[config.mk]
export PLATFORM = sky130hd
export DESIGN_NAME = tsta_slave
export DESIGN_NICKNAME = d
export VERILOG_FILES = /design/src/rtl/tsta_pkg.sv /design/src/rtl/tsta_decode.sv /design/src/rtl/tsta_ctrl.sv /design/src/rtl/tsta_store.sv /design/src/rtl/tsta_slave.sv
export SDC_FILE = /design/constraint.sdc
export NUM_CORES = 1
export LEC_CHECK = 0
export ABC_AREA = 1
export BUFFER_PORTS_ARGS = -buffer_cell sky130_fd_sc_hd__buf_2
export CAP_MARGIN = 15
export CORE_ASPECT_RATIO = 1.25
export CORE_UTILIZATION = 44
export DETAILED_ROUTE_END_ITERATION = 10
export SLEW_MARGIN = 20
export SYNTH_ARGS = -nofsm -noshare
export SYNTH_HDL_FRONTEND = slang
export SYNTH_SLANG_ARGS = --single-unit
[constraint.sdc]
create_clock -name clk -period 2.7 [get_ports clk]
set_clock_uncertainty 0.2 [all_clocks]
set_input_delay 0.405 -clock clk [delete_from_list [all_inputs] [get_ports clk]]
set_output_delay 0.405 -clock clk [all_outputs]
set_load 0.05 [all_outputs]
[src/rtl/tsta_pkg.sv]
package tsta_pkg;

    localparam int unsigned BLK_WORDS = 4;
    localparam int unsigned IDX_W     = $clog2(BLK_WORDS);
    localparam int unsigned LANES     = 4;

    typedef enum logic [1:0] {
        SZ_WORD = 2'b00,
        SZ_BYTE = 2'b01,
        SZ_HALF = 2'b10,
        SZ_RSVD = 2'b11
    } size_e;

    typedef enum logic [1:0] {
        ST_IDLE = 2'b00,
        ST_WAIT = 2'b01,
        ST_BEAT = 2'b10
    } phase_e;

    // Request fields latched at transfer start
    typedef struct packed {
        logic             write;
        logic             burst;
        logic             fault;
        logic             refuse;
        logic [IDX_W-1:0] widx;
        logic [LANES-1:0] lanes;
    } xreq_t;

    // Natural alignment rule per size
    function automatic logic size_ok(size_e sz, logic [1:0] off);
        case (sz)
            SZ_BYTE: size_ok = 1'b1;
            SZ_HALF: size_ok = (off[0] == 1'b0);
            SZ_WORD: size_ok = (off == 2'b00);
            default: size_ok = 1'b0;
        endcase
    endfunction

    // Byte lanes; lane 3 (bits 31:24) is byte offset 0
    function automatic logic [LANES-1:0] lane_mask(size_e sz, logic [1:0] off);
        case (sz)
            SZ_BYTE: lane_mask = 4'b1000 >> off;
            SZ_HALF: lane_mask = off[1] ? 4'b0011 : 4'b1100;
            default: lane_mask = 4'b1111;
        endcase
    endfunction

endpackage

[src/rtl/tsta_decode.sv]
module tsta_decode
    import tsta_pkg::*;
#(
    parameter int unsigned AW        = 24,
    parameter logic [AW-1:0] BASE_ADDR = 24'h001230,
    parameter bit          BURSTS_ON = 1'b1
) (
    input  logic [AW-1:0] addr,
    input  logic          rd_wr,
    input  logic [1:0]    tsize,
    input  logic          burst_n,
    output logic          hit,
    output xreq_t         req
);
    localparam int unsigned BLK_LSB = 4;

    size_e sz;
    logic  want_burst;
    logic  bad;

    always_comb begin
        sz         = size_e'(tsize);
        hit        = (addr[AW-1:BLK_LSB] == BASE_ADDR[AW-1:BLK_LSB]);
        want_burst = !burst_n && BURSTS_ON;
        bad        = !size_ok(sz, addr[1:0]) || (want_burst && sz != SZ_WORD);
        req.write  = !rd_wr;
        req.fault  = bad;
        req.burst  = want_burst && !bad;
        req.refuse = !burst_n && !BURSTS_ON;
        req.widx   = addr[IDX_W+1:2];
        req.lanes  = want_burst ? {LANES{1'b1}} : lane_mask(sz, addr[1:0]);
    end
endmodule

[src/rtl/tsta_ctrl.sv]
module tsta_ctrl
    import tsta_pkg::*;
#(
    parameter int unsigned WAIT_STATES = 2
) (
    input  logic             clk,
    input  logic             rst,
    input  logic             ts_n,
    input  logic             hit,
    input  xreq_t            req,
    input  logic             bdip_n,
    output logic             ack,
    output xreq_t            cur,
    output logic [IDX_W-1:0] idx
);
    localparam int unsigned WCW = (WAIT_STATES > 1) ? $clog2(WAIT_STATES) : 1;
    localparam int unsigned BCW = $clog2(BLK_WORDS);

    phase_e         phase;
    logic [WCW-1:0] wcnt;
    logic [BCW-1:0] beat;

    always_ff @(posedge clk) begin
        if (rst) begin
            phase <= ST_IDLE;
            wcnt  <= '0;
            beat  <= '0;
            idx   <= '0;
            cur   <= '0;
        end else begin
            case (phase)
                ST_IDLE: begin
                    if (!ts_n && hit) begin
                        cur  <= req;
                        idx  <= req.widx;
                        beat <= '0;
                        wcnt <= '0;
                        phase <= (WAIT_STATES == 0) ? ST_BEAT : ST_WAIT;
                    end
                end
                ST_WAIT: begin
                    if (wcnt == WCW'(WAIT_STATES - 1)) begin
                        phase <= ST_BEAT;
                    end else begin
                        wcnt <= wcnt + 1'b1;
                    end
                end
                ST_BEAT: begin
                    if (cur.burst && beat != BCW'(BLK_WORDS - 1) && !bdip_n) begin
                        beat <= beat + 1'b1;
                        idx  <= idx + 1'b1;
                    end else begin
                        phase <= ST_IDLE;
                    end
                end
                default: phase <= ST_IDLE;
            endcase
        end
    end

    assign ack = (phase == ST_BEAT);
endmodule

[src/rtl/tsta_store.sv]
module tsta_store
    import tsta_pkg::*;
#(
    parameter int unsigned DW = 32
) (
    input  logic             clk,
    input  logic             rst,
    input  logic             we,
    input  logic [IDX_W-1:0] idx,
    input  logic [LANES-1:0] lanes,
    input  logic [DW-1:0]    wdata,
    output logic [DW-1:0]    rword
);
    localparam int unsigned LW = DW / LANES;

    logic [DW-1:0] words [BLK_WORDS];

    for (genvar w = 0; w < BLK_WORDS; w++) begin : g_word
        for (genvar l = 0; l < LANES; l++) begin : g_lane
            always_ff @(posedge clk) begin
                if (rst) begin
                    words[w][l*LW +: LW] <= '0;
                end else if (we && idx == IDX_W'(w) && lanes[l]) begin
                    words[w][l*LW +: LW] <= wdata[l*LW +: LW];
                end
            end
        end
    end

    assign rword = words[idx];
endmodule

[src/rtl/tsta_slave.sv]
module tsta_slave
    import tsta_pkg::*;
#(
    parameter int unsigned   AW          = 24,
    parameter int unsigned   DW          = 32,
    parameter logic [AW-1:0] BASE_ADDR   = 24'h001230,
    parameter int unsigned   WAIT_STATES = 2,
    parameter bit            BURSTS_ON   = 1'b1
) (
    input  logic          clk,
    input  logic          rst,
    input  logic          ts_n,
    input  logic [AW-1:0] addr,
    input  logic          rd_wr,
    input  logic [1:0]    tsize,
    input  logic          burst_n,
    input  logic          bdip_n,
    input  logic [DW-1:0] wdata,
    output logic [DW-1:0] rdata,
    output logic          ta_n,
    output logic          bi_n,
    output logic          err
);
    logic             hit;
    xreq_t            dreq;
    xreq_t            cur;
    logic             ack;
    logic [IDX_W-1:0] idx;
    logic [DW-1:0]    rword;
    logic             we;

    tsta_decode #(.AW(AW), .BASE_ADDR(BASE_ADDR), .BURSTS_ON(BURSTS_ON)) u_dec (
        .addr(addr), .rd_wr(rd_wr), .tsize(tsize), .burst_n(burst_n),
        .hit(hit), .req(dreq)
    );

    tsta_ctrl #(.WAIT_STATES(WAIT_STATES)) u_ctrl (
        .clk(clk), .rst(rst), .ts_n(ts_n), .hit(hit), .req(dreq),
        .bdip_n(bdip_n), .ack(ack), .cur(cur), .idx(idx)
    );

    assign we = ack && cur.write && !cur.fault;

    tsta_store #(.DW(DW)) u_store (
        .clk(clk), .rst(rst), .we(we), .idx(idx), .lanes(cur.lanes),
        .wdata(wdata), .rword(rword)
    );

    assign ta_n  = !ack;
    assign err   = ack && cur.fault;
    assign bi_n  = !(ack && cur.refuse);
    assign rdata = (ack && !cur.write && !cur.fault) ? rword : '0;
endmodule

# Yosys cells after proc, flatten, opt, wreduce, memory -nomap -nowiden
# Memory sizes are Yosys's and may differ from the RTL's. A register that Yosys moved wholly into a read port is not among the register bits.
# Cells that the tools add are included.
# W data, S select, Z words.
[op_classes]
n_bitwise = 17
n_mux = 86
n_shift = 1
n_reduce_logical = 51
eq_ne = 13
add_sub_neg = 3
[op_table]
columns = ["op", "n"]
rows = [
  ["$mux W8", 16],
  ["$mux W1", 52],
  ["$mux W32", 1],
  ["$logic_and A1 B1 Y1", 30],
  ["$eq A20 B9 Y1 const B", 1],
  ["$mux W2", 9],
  ["$or A1 B1 Y1", 16],
  ["$logic_not A1 Y1", 9],
  ["$eq A2 B2 Y1 const B", 4],
  ["$logic_not A2 Y1", 4],
  ["$mux W4", 2],
  ["$pmux W2 S2", 2],
  ["$pmux W4 S2", 1],
  ["$eq A2 B1 Y1 const B", 3],
  ["$ne A2 B1 Y1 const B", 3],
  ["$pmux W2 S3", 1],
  ["$reduce_and A3 Y1", 2],
  ["$reduce_bool A2 Y1", 3],
  ["$add A2 B1 Y2 const B", 2],
  ["$ne A2 B2 Y1 const B", 2],
  ["$reduce_and A2 Y1", 2],
  ["$shr A4 B2 Y4 const A", 1],
  ["$pmux W1 S3", 1],
  ["$pmux W1 S2", 1],
  ["other kinds (3)", 3],
]
[totals]
mem_count = 1
reg_bits = 14
input_bits = 64
ram_bits = 128
wordCells = 180
[memory_table]
columns = ["name", "depth", "width", "rd", "rd_clocked_by_memory_dff", "wr", "line", "source"]
rows = [
  ["u_store.words", 4, 32, 1, 1, 4, "tsta_store.sv:16", "logic [DW-1:0] words [BLK_WORDS];"],
]

# Logic depth before layout (Yosys ltp)
# Gate-level depths: netlist of run 1.
[depth]
word_depth = 9
mapped_depth = 9
mapped_depth_nobuf = 9

# Cells and area by module
# From an unflattened synthesis of run 1, not the netlist that was laid out.
[unflattened]
cells_unflattened = 751
hier_area_um2 = 7151.9
[modules_own_cells]
columns = ["module", "area_each_um2", "instances", "cells_per_inst"]
rows = [
  ["tsta_store", 5688.0, 1, 524],
  ["tsta_ctrl", 775.7, 1, 97],
  ["tsta_slave", 409.1, 1, 75],
  ["tsta_decode", 279.0, 1, 55],
]

# Least setup slack after synthesis of run 1
# Ideal clock, no wire load.
[synth_timing]
kind = "register to output"
start = "register u_ctrl.phase[0]"
end = "output port rdata[10]"
stages_incl_launch_ff = 7
t_arrival_ns = 1.771
path_slack_ns = 0.324
path_cell_list = "dfxtp_1 > inv_1 > nand2_4 > inv_1 > nand3_1 > clkbuf_1 > a21oi_1"
[synth_via]
elab_chain_len = 4
[synth_lines]
columns = ["element", "line", "source"]
rows = [
  ["start, declared", "tsta_ctrl.sv:19", "phase_e phase;"],
  ["start signal, assigned", "tsta_ctrl.sv:38", "phase <= (WAIT_STATES == 0) ? ST_BEAT : ST_WAIT;"],
  ["$eq A2 B2 Y1", "tsta_ctrl.sv:61", "assign ack = (phase == ST_BEAT);"],
  ["$logic_and A1 B1 Y1 (2 in a row)", "tsta_slave.sv:52", "assign rdata = (ack && !cur.write && !cur.fault) ? rword : '0;"],
  ["$mux W32", "tsta_slave.sv:52", ""],
  ["end, declared", "tsta_slave.sv:19", "output logic [DW-1:0] rdata,"],
]
# Every way passes these cells.

==> results of run 1 <==
Yosys cell counts:
cell      count
nor3_4        1
nand2_4       1
o21ai_1      17
buf_4         2
o22ai_1       1
conb_1        1
buf_1         2
nand3_2       1
nand3b_1      2
o21ai_0      64
clkinv_1      1
nand3_1      14
dfxtp_1      16
nor2_2        1
ha_1          8
buf_2        10
inv_1        59
a211oi_1      1
a21oi_1      38
clkbuf_1     14
buf_6         4
edfxtp_1    128
nand2_1      34
o21a_1        1
nand4_4      16
nor3b_1       4
nor2_1      289
worst max-delay path by stage:
stage	end	slack, ps	cells after the start
2_1_floorplan	rdata[10]	320	6
6_report	rdata[31]	90	5
4_1_cts	rdata[1]	60	6
3_5_place_dp	u_store.words[2][12]$_SDFFCE_PN0P_	450	4
5_1_grt	rdata[31]	40	5
3_3_place_gp	rdata[25]	530	6
routing by layer:
| layer | global-route usage [%] | up-vias |
|---|---|---|
| li1 | - | 2637 |
| met1 | 24.73 | 2547 |
| met2 | 37.13 | 154 |
| met3 | 4.839 | 24 |
| met4 | 7.587 | 0 |
| met5 | 0 | - |
cell families (layout without fill, tap and decap cells):
family	after synthesis	after routing	synth area share (%)
AO/OA/AOI/OAI	122	122	8.823
adder cells (fa/ha/maj)	8	8	1.432
buffers and inverters	92	210	5.655
flip-flops	144	144	59.56
other	1	1	0.05363
AND/OR/NAND/NOR	363	363	24.48
worst register-to-register path: stages, from the launching register on:
cell and delay (ps):
dfxtp_1 400, nand2_4 120, nor3_4 250, nand2_1 200
o21ai_1 710
flip-flops by register name (all words and copies together), names as in the netlist, named ones only:
name           cells
u_store.words    128
u_ctrl.beat        2
u_ctrl.phase       2
u_ctrl.idx         2
u_ctrl.cur         7
u_ctrl.wcnt        1
layout make-up:
type / count / area (sq um)
Clock buffer: 20 / 436.7
Clock inverter: 11 / 188.9
Tap cell: 212 / 265.3
Timing Repair Buffer: 119 / 666.9
Sequential cell: 144 / 4168
Inverter: 60 / 225.2
Fill cell: 1475 / 7187
Multi-Input combinational cell: 494 / 2432
timing repair:
action                                  CTS  global route
resized for setup                         0             2
setup buffers                             0             0
hold buffers                              0             0
endpoints found under the setup margin    0            12
report_power, final:
| part | total [W] | switching (W) | internal [W] |
|---|---|---|---|
| sequential | 0.00250 | 0.0000166 | 0.00248 |
| clock | 0.00252 | 0.000897 | 0.00163 |
| combinational | 0.000208 | 0.000141 | 0.0000678 |
| total | 0.00523 | 0.00105 | 0.00418 |
metrics by stage:
stage	util (%)	hold slack (ps)	total power [W]	instance area, sq um
after global placement	49.78	249.6	0.002747	7751
after floorplan	-	239.4	0.002658	6992
final	53.84	28.38	0.005231	8383
after global routing	53.84	51.73	0.005369	8383
after CTS	53.80	11.23	0.005263	8377
after detailed placement	49.78	274.5	0.002755	7751
==> implementation parameters, run 1 <==
Parameter                              Value

Synthesis
  Post-Syn Nets    802
  Synthesis Warnings    0
  Proportion of synthesized chip area in sequential cells    between 50% and 60%
  Netlist area before placement    6992 sq um
  Synthesized area divided by synthesized cell count    between 9 and 10 sq um
  Gate count after technology mapping    730
  Post-synthesis register bit count    about 140
  Dominant cell type by area after synthesis    edfxtp_1
  Number of unique standard cell types used by synthesis    27
  Fraction of synthesized cell area taken by the top area cell type    between 50% and 60%
  Leading post-synthesis cells by cell area    edfxtp_1 55%, nor2_1 16%, nand4_4 4.9%

Route
  Final antenna-violating net count    0
  Met3 WL    roughly 810 um
  Number of design rule violations left after detail routing    0
  Routed length per instance    between 15 and 20 um
  Ratio of routed vias to standard cells    5.058
  Vias after detailed routing    5362
  Total detailed-routing wirelength    about 16000 um
  Drt pass-1 iters    5
  Highest routing layer actually used    met4
  Total met2 wirelength after detailed routing    approximately 8400 um
  Iter 0 DRT Violations    around 440
  Total routed wire length on the met1 layer    just under 7000 um

Setup path
  Delay-heaviest family, CP    buffers and inverters
  Critical path cell sequence    clkinv_1 > buf_4 > o21ai_0 > a21oi_1 > buf_2
  Number of cell instances on the worst register-to-register path    4
  Capture point of the worst reg-to-reg path    u_store.words[2][13]$_SDFFCE_PN0P_
  Launching element type of the critical path    flop
  Maximum fanout count along the critical path    36
  FF-to-FF Start    u_ctrl.phase[1]$_SDFFE_PP0P_
  R2R setup slack    around 440 ps
  Data required time of the critical path    2100 ps
  Capturing element type of the critical path    output port
  Maximum cell stage delay along the critical path    around 400 ps
  Number of buffer and inverter instances along the worst setup path    3
  Library cell contributing the largest single delay on the critical path    dfxtp_4
  Type of the worst setup path    reg2out
  Critical path data arrival time    about 2000 ps

Global routing
  Via count of the first global-routing pass    approximately 5300
  First-pass GRT wire length    between 20000 and 30000 um
  Largest net degree at the start of global routing    37
  Initial antenna violation count    0
  Overall fraction of global-route tracks in use    about a fifth
  Global-route congestion overflow total    0

Clock tree
  CTS H-tree depth    4
  CTS Root Buffer Type    clkbuf_16
  Maximum clock path buffer count    2
  CTS clock-pin slew for the worst setup and hold paths    approximately 60 ps
  Number of clock buffers inserted by TritonCTS    17
  CTS tree    done
  CTS Sinks    144
  Clock network latency to the later pin of the worst-skew pair    430 ps

STA
  PnR worst setup slack    approximately 90 ps
  Setup-violating endpoint count in the final report    0
  Total Neg Setup Slack    0 ps
  Final critical-path share of the clock period    a little over nine tenths
  Max Fclk    0.3831 GHz
  Post-layout min period    around 2600 ps
  Worst Max-Slew Pin Slew    roughly 850 ps
  Setup repair after global routing missed its margin    false
  Final hold viol count    0
  Relative slew slack    about 43%
  Max-slew violation total from the final report    0

Layout
  Total inserted antenna cells    0
  Most common library cell in the layout ignoring fill and taps    nor2_1
  Commonest non-fill, non-tap cells in the layout    289 x nor2_1, 128 x edfxtp_1, 97 x buf_2
  Growth of design area from synthesis to finish    19.90%
  Post-Layout Cell Count    1060
  Net total in the final layout    between 900 and 1000
  Fraction of layout instances using a drive strength above 1    about 20%

Placement
  GPL Wtd Cong    ~0.8
  Port bufs    97
  DP Worst Slack    451.3 ps
  Half-perimeter wire length of the detailed placement result    around 11000 um
  Placed cell count    around 1000

Floorplanning
  Number of placement rows    51
  Number of top-level pins    ~100
  Chip width    between 100 and 150 um
  Die Ht    around 140 um
  Die ar.    between 15000 and 20000 sq um
  Initial cell density of the core    approximately 45%
  Core box area    roughly 16000 sq um

Power and ir drop
  Peak ir drop on the vdd network    279.3 uV
  Pwr dens    ~620 nW/um^2
  Static Leak    around 3.6 nW

Worst hold path
  Startpoint of the most critical hold path    rd_wr
  Worst Hold Path Cells    4
  Class of the most critical hold timing path    in2reg
  Hold EP    u_ctrl.cur[9]$_SDFFE_PP0P_

Run status
  Status    complete, no violations

Flow run
  Max_cap viols    0
(Power assumes the default switching activity.)
==> run 2: changes to the inputs <==
--- a/config.mk
+++ b/config.mk
@@ -11,6 +11,7 @@
 export CORE_ASPECT_RATIO = 1.25
 export CORE_UTILIZATION = 44
 export DETAILED_ROUTE_END_ITERATION = 10
+export MAX_ROUTING_LAYER = met4
 export SLEW_MARGIN = 20
 export SYNTH_ARGS = -nofsm -noshare
 export SYNTH_HDL_FRONTEND = slang
==> implementation parameters, run 2 (synthesized netlist as in run 1, its figures left out) <==
Parameter                              Value

Run status
  Status    complete, no violations

Route
  Drt pass-1 iters    7 (+2)
  Total detailed-routing wirelength    16310 um (about the same)
  Vias after detailed routing    5361 (-0.019%)
  Ratio of routed vias to standard cells    5.058 (about the same)
  Final antenna-violating net count    0 (unchanged)
  Routed length per instance    15.38 um (about the same)
  Iter 0 DRT Violations    429 (-1.4%)
  Number of design rule violations left after detail routing    0 (unchanged)

Setup path
  Launching element type of the critical path    flop
  Critical path data arrival time    2000 ps (about the same)
  Type of the worst setup path    reg2out
  Critical path cell sequence    clkinv_1 > buf_4 > o21ai_0 > a21oi_1 > buf_2
  Maximum fanout count along the critical path    36 (unchanged)
  Capturing element type of the critical path    output port
  Library cell contributing the largest single delay on the critical path    dfxtp_4
  Maximum cell stage delay along the critical path    410 ps (about the same)
  Data required time of the critical path    2100 ps (about the same)

Global routing
  Global-route congestion overflow total    0 (unchanged)
  Via count of the first global-routing pass    5298 (+0.019%)
  Initial antenna violation count    0 (unchanged)
  First-pass GRT wire length    25620 um (unchanged)
  Largest net degree at the start of global routing    37 (unchanged)
  Overall fraction of global-route tracks in use    21.63% (+0.66 points)

Layout
  Register with the most flip-flops    u_store.words
  Commonest non-fill, non-tap cells in the layout    289 x nor2_1, 128 x edfxtp_1, 97 x buf_2
  Total inserted antenna cells    0 (unchanged)
  Total non-filler cell area in the finished layout    8383 sq um (unchanged)
  Growth of design area from synthesis to finish    19.90% (unchanged)
  Most common library cell in the layout ignoring fill and taps    nor2_1
  Number of flip-flops in the largest register    128 (unchanged)
  Fraction of layout instances using a drive strength above 1    19.93% (unchanged)
  Top flop regs    u_store.words (128), u_ctrl.cur (7)
  Net total in the final layout    908 (unchanged)

STA
  Setup repair after global routing missed its margin    false
  Final critical-path share of the clock period    96.37% (-0.32 points)
  Max Fclk    0.3843 GHz (+0.33%)
  Max-slew violation total from the final report    0 (unchanged)
  PnR worst setup slack    98.08 ps (+8.666 ps)
  Total Neg Setup Slack    0 ps (unchanged)
  Final hold viol count    0 (unchanged)
  Post-layout min period    2602 ps (-8.666 ps)
  Worst Max-Slew Pin Slew    839.7 ps (-15.28 ps)
  Setup-violating endpoint count in the final report    0 (unchanged)
  Relative slew slack    43.65% (+1.0 points)

Clock tree
  Post-cts repair resize count    0 (unchanged)
  Maximum clock path buffer count    2 (unchanged)
  CTS H-tree depth    4 (unchanged)
  Post-CTS Repair Setup Buffers    0 (unchanged)
  CTS Root Buffer Type    clkbuf_16
  CTS Sinks    144 (unchanged)
  CTS clock-pin slew for the worst setup and hold paths    60 ps (about the same)
  CTS tree    done
  Clock network latency to the later pin of the worst-skew pair    430 ps (about the same)
  Count of hold buffers inserted by post-cts repair    0 (unchanged)
  Number of clock buffers inserted by TritonCTS    17 (unchanged)

Floorplanning
  Initial cell density of the core    44.91% (unchanged)
  Number of top-level pins    99 (unchanged)
  Chip width    114.8 um (unchanged)
  Die ar.    16400 sq um (unchanged)
  Die Ht    142.9 um (unchanged)
  Number of placement rows    51 (unchanged)
  Core box area    15570 sq um (unchanged)

Placement
  Post-place instance area    7751 sq um (unchanged)
  Port bufs    97 (unchanged)
  DP Worst Slack    451.3 ps (unchanged)
  GPL Wtd Cong    0.8147 (+1.4%)
  Half-perimeter wire length of the detailed placement result    10970 um (unchanged)

Power and ir drop
  Pwr dens    624.0 nW/um^2 (about the same)
  Static Leak    3.625 nW (unchanged)
  Peak ir drop on the vdd network    280.5 uV (+0.45%)
  Overall power    0.005231 W (about the same)

Worst hold path
  Class of the most critical hold timing path    in2reg

Flow run
  Max_cap viols    0 (unchanged)
==> run 2: final timing paths <==
path                                start  slack, ps  depth (start not counted)                                  to
max                                  flop        100                          5                           rdata[31]
min                                 rd_wr         20                          4          u_ctrl.cur[9]$_SDFFE_PP0P_
max reg2reg  u_ctrl.phase[1]$_SDFFE_PP0P_        450                          4  u_store.words[2][13]$_SDFFCE_PN0P_
min reg2reg      u_ctrl.wcnt$_SDFFE_PP0P_        280                          2            u_ctrl.wcnt$_SDFFE_PP0P_
==> run 2: routing by layer <==
layer	global-route usage [%]	vias up	part of all wire [%]
li1	-	2637	-
met5	-	-	0
met3	4.542	20	5.0
met4	8.202	0	1.6
met2	37.10	160	51
met1	24.81	2544	42
==> run 2: stage by stage <==
stage               instances  hold WS, ps  util (%)
floorplan                 730        239.4         -
global placement         1029        249.6     49.78
detailed placement       1029        274.5     49.78
CTS                      1060        11.23     53.80
global route             1060        51.46     53.84
finish                   1060        24.89     53.84
==> run 2: area by class of cell <==
| type | instances | area [sq um] |
|---|---|---|
| Fill cell | 1475 | 7187 |
| Clock inverter | 11 | 188.9 |
| Tap cell | 212 | 265.3 |
| Inverter | 60 | 225.2 |
| Timing Repair Buffer | 119 | 666.9 |
| Clock buffer | 20 | 436.7 |
| Multi-Input combinational cell | 494 | 2432 |
| Sequential cell | 144 | 4168 |
==> run 2: where the power goes <==
part	switching [W]	leakage, nW	total (W)	internal [W]
combinational	0.000141	1.87	0.000208	0.0000678
sequential	0.0000167	1.45	0.00250	0.00248
clock	0.000898	0.300	0.00252	0.00163
total	0.00105	3.63	0.00523	0.00418
==> run 2: critical path: cells and delay by family, from the launching register on <==
kind,cells,cell delay [ps]
buffers and inverters,3,710
flip-flops,1,410
AO/OA/AOI/OAI,2,420
